==> src/rtl/irq_edge_pkg.sv <==
package irq_edge_pkg;

  typedef enum logic [1:0] {
    EDGE_OFF  = 2'b00,
    EDGE_RISE = 2'b01,
    EDGE_FALL = 2'b10,
    EDGE_ANY  = 2'b11
  } edge_mode_e;

  // True when the current/previous sample pair is an edge selected by mode
  function automatic logic edge_hit(edge_mode_e mode, logic cur, logic prev);
    logic rise, fall;
    rise = cur & ~prev;
    fall = ~cur & prev;
    return (mode[0] & rise) | (mode[1] & fall);
  endfunction

  // Sticky pending: an accepted acknowledge clears, a new edge sets (set wins)
  function automatic logic pend_next(logic pend, logic take, logic hit);
    return (pend & ~take) | hit;
  endfunction

  // A nonzero mode written to an unlocked channel closes it
  function automatic logic lock_next(logic locked, logic we, edge_mode_e mode);
    return locked | (we & (mode != EDGE_OFF));
  endfunction

endpackage

==> src/rtl/irq_sync_chain.sv <==
module irq_sync_chain #(
  parameter int STAGES = 2
) (
  input  logic clk_i,
  input  logic rst_ni,
  input  logic d_i,
  output logic q_o
);

  logic [STAGES-1:0] stage_q;

  generate
    if (STAGES == 1) begin : g_single
      always_ff @(posedge clk_i or negedge rst_ni) begin
        if (!rst_ni) stage_q <= '0;
        else         stage_q <= d_i;
      end
    end else begin : g_multi
      always_ff @(posedge clk_i or negedge rst_ni) begin
        if (!rst_ni) stage_q <= '0;
        else         stage_q <= {stage_q[STAGES-2:0], d_i};
      end
    end
  endgenerate

  assign q_o = stage_q[STAGES-1];

endmodule

==> src/rtl/irq_edge_chan.sv <==
module irq_edge_chan
  import irq_edge_pkg::*;
#(
  parameter int SYNC_STAGES = 2
) (
  input  logic       clk_i,
  input  logic       rst_ni,
  input  logic       pin_i,
  input  logic       cfg_we_i,
  input  logic [1:0] cfg_mode_i,
  input  logic       take_i,
  output logic       pend_o,
  output logic       lock_o,
  output logic       hit_o
);

  logic       pin_sync;
  logic       pin_prev_q;
  edge_mode_e mode_q;
  logic       lock_q;
  logic       pend_q;
  logic       cfg_accept;

  irq_sync_chain #(.STAGES(SYNC_STAGES)) u_sync (
    .clk_i (clk_i),
    .rst_ni(rst_ni),
    .d_i   (pin_i),
    .q_o   (pin_sync)
  );

  assign cfg_accept = cfg_we_i & ~lock_q;
  assign hit_o      = edge_hit(mode_q, pin_sync, pin_prev_q);

  always_ff @(posedge clk_i or negedge rst_ni) begin
    if (!rst_ni) begin
      pin_prev_q <= 1'b0;
      mode_q     <= EDGE_OFF;
      lock_q     <= 1'b0;
      pend_q     <= 1'b0;
    end else begin
      pin_prev_q <= pin_sync;
      if (cfg_accept) mode_q <= edge_mode_e'(cfg_mode_i);
      lock_q     <= lock_next(lock_q, cfg_we_i, edge_mode_e'(cfg_mode_i));
      pend_q     <= pend_next(pend_q, take_i, hit_o);
    end
  end

  assign pend_o = pend_q;
  assign lock_o = lock_q;

  AST_LOCK_HOLDS: assert property (@(posedge clk_i) disable iff (!rst_ni)
    lock_q |=> lock_q);
  AST_MODE_FROZEN: assert property (@(posedge clk_i) disable iff (!rst_ni)
    lock_q |=> $stable(mode_q));
  AST_PEND_STICKY: assert property (@(posedge clk_i) disable iff (!rst_ni)
    (pend_q && !take_i) |=> pend_q);
  AST_HIT_SETS_PEND: assert property (@(posedge clk_i) disable iff (!rst_ni)
    hit_o |=> pend_q);

endmodule

==> src/rtl/irq_prio_arb.sv <==
module irq_prio_arb (
  input  logic clk_i,
  input  logic rst_ni,
  input  logic nmi_pend_i,
  input  logic crit_pend_i,
  input  logic exc_mask_i,
  input  logic nmi_ack_i,
  input  logic crit_ack_i,
  output logic nmi_req_o,
  output logic crit_req_o,
  output logic nmi_take_o,
  output logic crit_take_o,
  output logic entry_recov_o
);

  logic recov_q;

  // Non-maskable request ignores every mask; critical yields to it and to the mask
  assign nmi_req_o   = nmi_pend_i;
  assign crit_req_o  = crit_pend_i & ~exc_mask_i & ~nmi_pend_i;
  assign nmi_take_o  = nmi_ack_i & nmi_req_o;
  assign crit_take_o = crit_ack_i & crit_req_o;

  always_ff @(posedge clk_i or negedge rst_ni) begin
    if (!rst_ni)          recov_q <= 1'b1;
    else if (nmi_take_o)  recov_q <= 1'b0;
    else if (crit_take_o) recov_q <= 1'b1;
  end

  assign entry_recov_o = recov_q;

  AST_NMI_FIRST: assert property (@(posedge clk_i) disable iff (!rst_ni)
    nmi_req_o |-> !crit_req_o);
  AST_NMI_UNMASKED: assert property (@(posedge clk_i) disable iff (!rst_ni)
    (nmi_pend_i && exc_mask_i) |-> nmi_req_o);
  AST_CRIT_MASKED: assert property (@(posedge clk_i) disable iff (!rst_ni)
    exc_mask_i |-> !crit_req_o);
  AST_RECOV_AFTER_NMI: assert property (@(posedge clk_i) disable iff (!rst_ni)
    nmi_take_o |=> !entry_recov_o);
  AST_RECOV_AFTER_CRIT: assert property (@(posedge clk_i) disable iff (!rst_ni)
    crit_take_o |=> entry_recov_o);
  AST_IDLE_ACK_IGNORED: assert property (@(posedge clk_i) disable iff (!rst_ni)
    (crit_ack_i && !crit_req_o) |-> !crit_take_o);

endmodule

==> src/rtl/prio_irq_inputs.sv <==
module prio_irq_inputs #(
  parameter int SYNC_STAGES = 2
) (
  input  logic       clk_i,
  input  logic       rst_ni,
  input  logic       nmi_pin_i,
  input  logic       crit_pin_i,
  input  logic       cfg_we_i,
  input  logic       cfg_sel_i,
  input  logic [1:0] cfg_mode_i,
  input  logic       exc_mask_i,
  input  logic       nmi_ack_i,
  input  logic       crit_ack_i,
  output logic       nmi_req_o,
  output logic       crit_req_o,
  output logic [1:0] lock_o,
  output logic       entry_recov_o
);

  localparam int NUM_SRC = 2;
  localparam int IDX_NMI = 0;
  localparam int IDX_CRT = 1;

  logic [NUM_SRC-1:0] pins;
  logic [NUM_SRC-1:0] pend;
  logic [NUM_SRC-1:0] take;
  logic [NUM_SRC-1:0] hit;
  logic [NUM_SRC-1:0] locks;

  assign pins[IDX_NMI] = nmi_pin_i;
  assign pins[IDX_CRT] = crit_pin_i;

  generate
    for (genvar i = 0; i < NUM_SRC; i++) begin : g_chan
      irq_edge_chan #(.SYNC_STAGES(SYNC_STAGES)) u_chan (
        .clk_i     (clk_i),
        .rst_ni    (rst_ni),
        .pin_i     (pins[i]),
        .cfg_we_i  (cfg_we_i && (cfg_sel_i == 1'(i))),
        .cfg_mode_i(cfg_mode_i),
        .take_i    (take[i]),
        .pend_o    (pend[i]),
        .lock_o    (locks[i]),
        .hit_o     (hit[i])
      );
    end
  endgenerate

  irq_prio_arb u_arb (
    .clk_i        (clk_i),
    .rst_ni       (rst_ni),
    .nmi_pend_i   (pend[IDX_NMI]),
    .crit_pend_i  (pend[IDX_CRT]),
    .exc_mask_i   (exc_mask_i),
    .nmi_ack_i    (nmi_ack_i),
    .crit_ack_i   (crit_ack_i),
    .nmi_req_o    (nmi_req_o),
    .crit_req_o   (crit_req_o),
    .nmi_take_o   (take[IDX_NMI]),
    .crit_take_o  (take[IDX_CRT]),
    .entry_recov_o(entry_recov_o)
  );

  assign lock_o = locks;

  AST_CRIT_KEPT_UNDER_MASK: assert property (@(posedge clk_i) disable iff (!rst_ni)
    (pend[IDX_CRT] && exc_mask_i) |=> pend[IDX_CRT]);
  AST_NMI_HIT_RAISES_REQ: assert property (@(posedge clk_i) disable iff (!rst_ni)
    hit[IDX_NMI] |=> nmi_req_o);

endmodule

==> config.mk <==
export PLATFORM = sky130hd
export DESIGN_NAME = prio_irq_inputs
export DESIGN_NICKNAME = d
export VERILOG_FILES = /design/src/rtl/irq_edge_pkg.sv /design/src/rtl/irq_sync_chain.sv /design/src/rtl/irq_edge_chan.sv /design/src/rtl/irq_prio_arb.sv /design/src/rtl/prio_irq_inputs.sv
export SDC_FILE = /design/constraint.sdc
export NUM_CORES = 1
export LEC_CHECK = 0
export ABC_AREA = 1
export BUFFER_PORTS_ARGS = -buffer_cell sky130_fd_sc_hd__buf_2
export CORE_AREA = 2 2 39 41
export DETAILED_ROUTE_END_ITERATION = 7
export DIE_AREA = 0 0 41 43
export HOLD_SLACK_MARGIN = 0.15
export PLACE_DENSITY_LB_ADDON = 0.3
export SLEW_MARGIN = 20
export SYNTH_ARGS = -nofsm -noshare
export SYNTH_HDL_FRONTEND = slang
export SYNTH_SLANG_ARGS = --single-unit
==> constraint.sdc <==
create_clock -name clk_i -period 0.85 [get_ports clk_i]
set_input_delay 0.1275 -clock clk_i [delete_from_list [all_inputs] [get_ports clk_i]]
set_output_delay 0.1275 -clock clk_i [all_outputs]
set_load 0.005 [all_outputs]
==> results.json <==
{
  "place_hpwl_um": 631,
  "crit_path_top_delay_cell": "dfrtp_1",
  "ant_nets": 0,
  "final.setup.tns_ns": -0.670,
  "cp_data_arrival_time_ns": 0.96,
  "yosysTopAreaCell": "dfrtp_1",
  "cp.depth": 4,
  "reg2reg_depth": 5,
  "antenna_cells": 0,
  "clkSinkCount": 15,
  "internal-power_mw": 0.982,
  "final_cell_mix": "nand2_1, dfrtp_1, buf_2",
  "crit_type": "reg -> out",
  "fmax_mhz": 921,
  "violations": "negative setup slack",
  "syn_inst": 56,
  "vias": 447,
  "path_delay_family": "flip-flops",
  "tightestPinTransition_ns": 0.311,
  "max_slew_margin_pct": 79.3,
  "cellPowerDensity_nw_per_um2": 1550,
  "first_iter_violations": 3,
  "worstPathRequired_ns": 0.72,
  "drt_drc_violations_left": 0,
  "grt_pass1_vias": 395,
  "synth_seq_cells": 15,
  "ys_top_cells_by_area": "dfrtp_1, nand2_1, inv_1",
  "irDropWorstVdd_uv": 737,
  "cp.buffers_inverters": 2,
  "worstSetupEndpointType": "output pin",
  "hold_path_class": "in -> reg",
  "ctsHoldBuffers": 10,
  "utilization_pct": 58.7,
  "h-tree-depth": 1,
  "drive_above_1_share_pct": 32.1,
  "reg2reg_to": "g_chan[1].u_chan.pend_o",
  "p_total_mw": 1.26,
  "grt_overflow_total": 0,
  "syn-cell-area_um2": 571,
  "met1_length_um": 437,
  "reg2reg_from": "g_chan[0].u_chan.pend_o",
  "antenna_found_initial": 0,
  "syn_avg_cell_area_um2": 10.2,
  "critPathLaunch": "g_chan[0].u_chan.pend_o",
  "yosysSeqAreaShare_pct": 66.0,
  "grt_pass1_wl_um": 1640,
  "total_leakage_power_nw": 0.410,
  "die_h_um": 43,
  "startpoint_type": "register",
  "placementRows": 14,
  "drv_cap": 0,
  "clockBufferDepth": 2,
  "dr.max_layer_used": "met3",
  "via_per_inst": 4.47,
  "layout_min_cycle_time_ns": 1.09,
  "rrSetupSlack_ns": -0.03,
  "die_area_um2": 1760,
  "wl_um": 999,
  "p_seq_share_pct": 59.5,
  "numCtsBuffers": 3,
  "setup_viol": 6,
  "endpoint": "crit_req_o",
  "numPortBuffers": 15,
  "cp_slowest_stage_delay_ns": 0.41,
  "num-fill-cells": 121,
  "p_clk_share_pct": 30.7,
  "place_congestion": 0.707,
  "clkSlewWorstSetupHoldPaths_ns": 0.08,
  "rsz0062_at_grt": "true",
  "switching_power_mw": 0.274,
  "synth_cell_type_count": 13,
  "synth_top_cell_area_share_pct": 61.4,
  "dr_wl_met2_um": 510,
  "status": "finished, violations left",
  "wl_met3_um": 51,
  "cts_tree": "built",
  "netSwitchingFraction_pct": 21.8,
  "p_comb_share_pct": 9.8,
  "ios": 16,
  "worstPathCellList": "inv_2, nand2_1, nor2_1, buf_2",
  "critical_path.max_fanout": 3,
  "yosys_warnings": 0,
  "area_growth_pct": 42.3,
  "wl_per_cell_um": 9.99,
  "hold_violations": 0,
  "dr.pass1.iters": 3,
  "globalRouteTotalUtil_pct": 14.7,
  "finalCritPeriodShare_pct": 128,
  "final_max_slew_viol_count": 0,
  "start_util_pct": 41.2,
  "finalClockSkew_ns": 0.00419,
  "grt_max_degree": 16,
  "worst_slack_ns": -0.235,
  "clock_latency_ns": 0.27,
  "cts_root_buf": "clkbuf_4",
  "core_um2": 1380,
  "die_w_um": 41,
  "syn-num-nets": 67,
  "nNetsFinal": 96
}
## synth_stat cells
cell       n
nand2_1   14
nor2_1     3
a21o_1     1
nand3_1    1
buf_4      2
nand4_1    1
o21ai_1    4
inv_1      9
o211ai_1   1
dfstp_2    1
o21ai_0    3
dfrtp_1   14
nand3_2    2
## repair_timing
| action | in CTS | in global routing |
|---|---|---|
| pin swaps | 0 | 1 |
| gates resized for setup | 1 | 9 |
| endpoints found under the hold margin | 25 | 1 |
| buffers inserted | 1 | 0 |
| setup endpoints to repair | 5 | 11 |
## worst min-delay path by stage
stage | start | to | slack (ns) | cells past startpoint
after floorplan | rst_ni | g_chan[0].u_chan.lock_o | -0.17 | 0
final | exc_mask_i | u_arb.entry_recov_o | 0.13 | 4
after global placement | rst_ni | g_chan[0].u_chan.mode_q[1] | 0.04 | 1
after global routing | exc_mask_i | u_arb.entry_recov_o | 0.13 | 4
after detailed placement | rst_ni | g_chan[0].u_chan.lock_o | 0.04 | 1
after CTS | exc_mask_i | u_arb.entry_recov_o | 0.11 | 4
## cell type report
| class | count | area (um2) | area share, % |
|---|---|---|---|
| Sequential cell | 15 | 377 | 46.4 |
| Clock buffer | 4 | 26.3 | 3.24 |
| Timing Repair Buffer | 26 | 191 | 23.6 |
| Tap cell | 16 | 20.0 | 2.47 |
| Inverter | 9 | 33.8 | 4.16 |
| Multi-Input combinational cell | 30 | 164 | 20.2 |
## cells by family after synthesis
logic type	Yosys count	synth area share, %
simple gates	21	16.7
flops	15	66.0
buf+inv	11	8.55
compound gates	9	8.77
## metrics by stage
stage,std cells,hold slack (ns),instance area [um2],worst slack (ns)
floorplan,56,-0.168,571,0.0797
global placement,85,0.0419,651,0.0509
detailed placement,85,0.0438,651,0.0352
CTS,100,0.112,785,-0.250
global route,100,0.134,812,-0.360
finish,100,0.127,812,-0.235
## power by group through the flow
stage               Sequential (mW)  Combinational, mW  Clock [mW]
floorplan                     0.758             0.0288           0
global placement              0.760             0.0777           0
detailed placement            0.761             0.0790           0
CTS                           0.747              0.114       0.416
global route                  0.749              0.141       0.454
finish                        0.746              0.123       0.386
## worst register-to-register path: cells and delay by family, from the launching register on
kind | cells | cell delay, ns
flops | 1 | 0.41
buf+inv | 2 | 0.16
simple gates | 3 | 0.21
## registers in the layout (all words and copies together) (netlist names)
signal                        flops
g_chan.u_chan.mode_q              4
g_chan.u_chan.pend_o              2
g_chan.u_chan.pin_prev_q          2
g_chan.u_chan.lock_o              2
u_arb.entry_recov_o               1
g_chan.u_chan.u_sync.stage_q      4
## per-layer routing
layer  vias to the layer above  global-route usage (%)
met5                         -                       0
met4                         0                    10.0
met3                         0                    4.71
met2                        12                    21.9
met1                       204                    17.0
li1                        231                       -
Power figures use the tool's default switching activity.
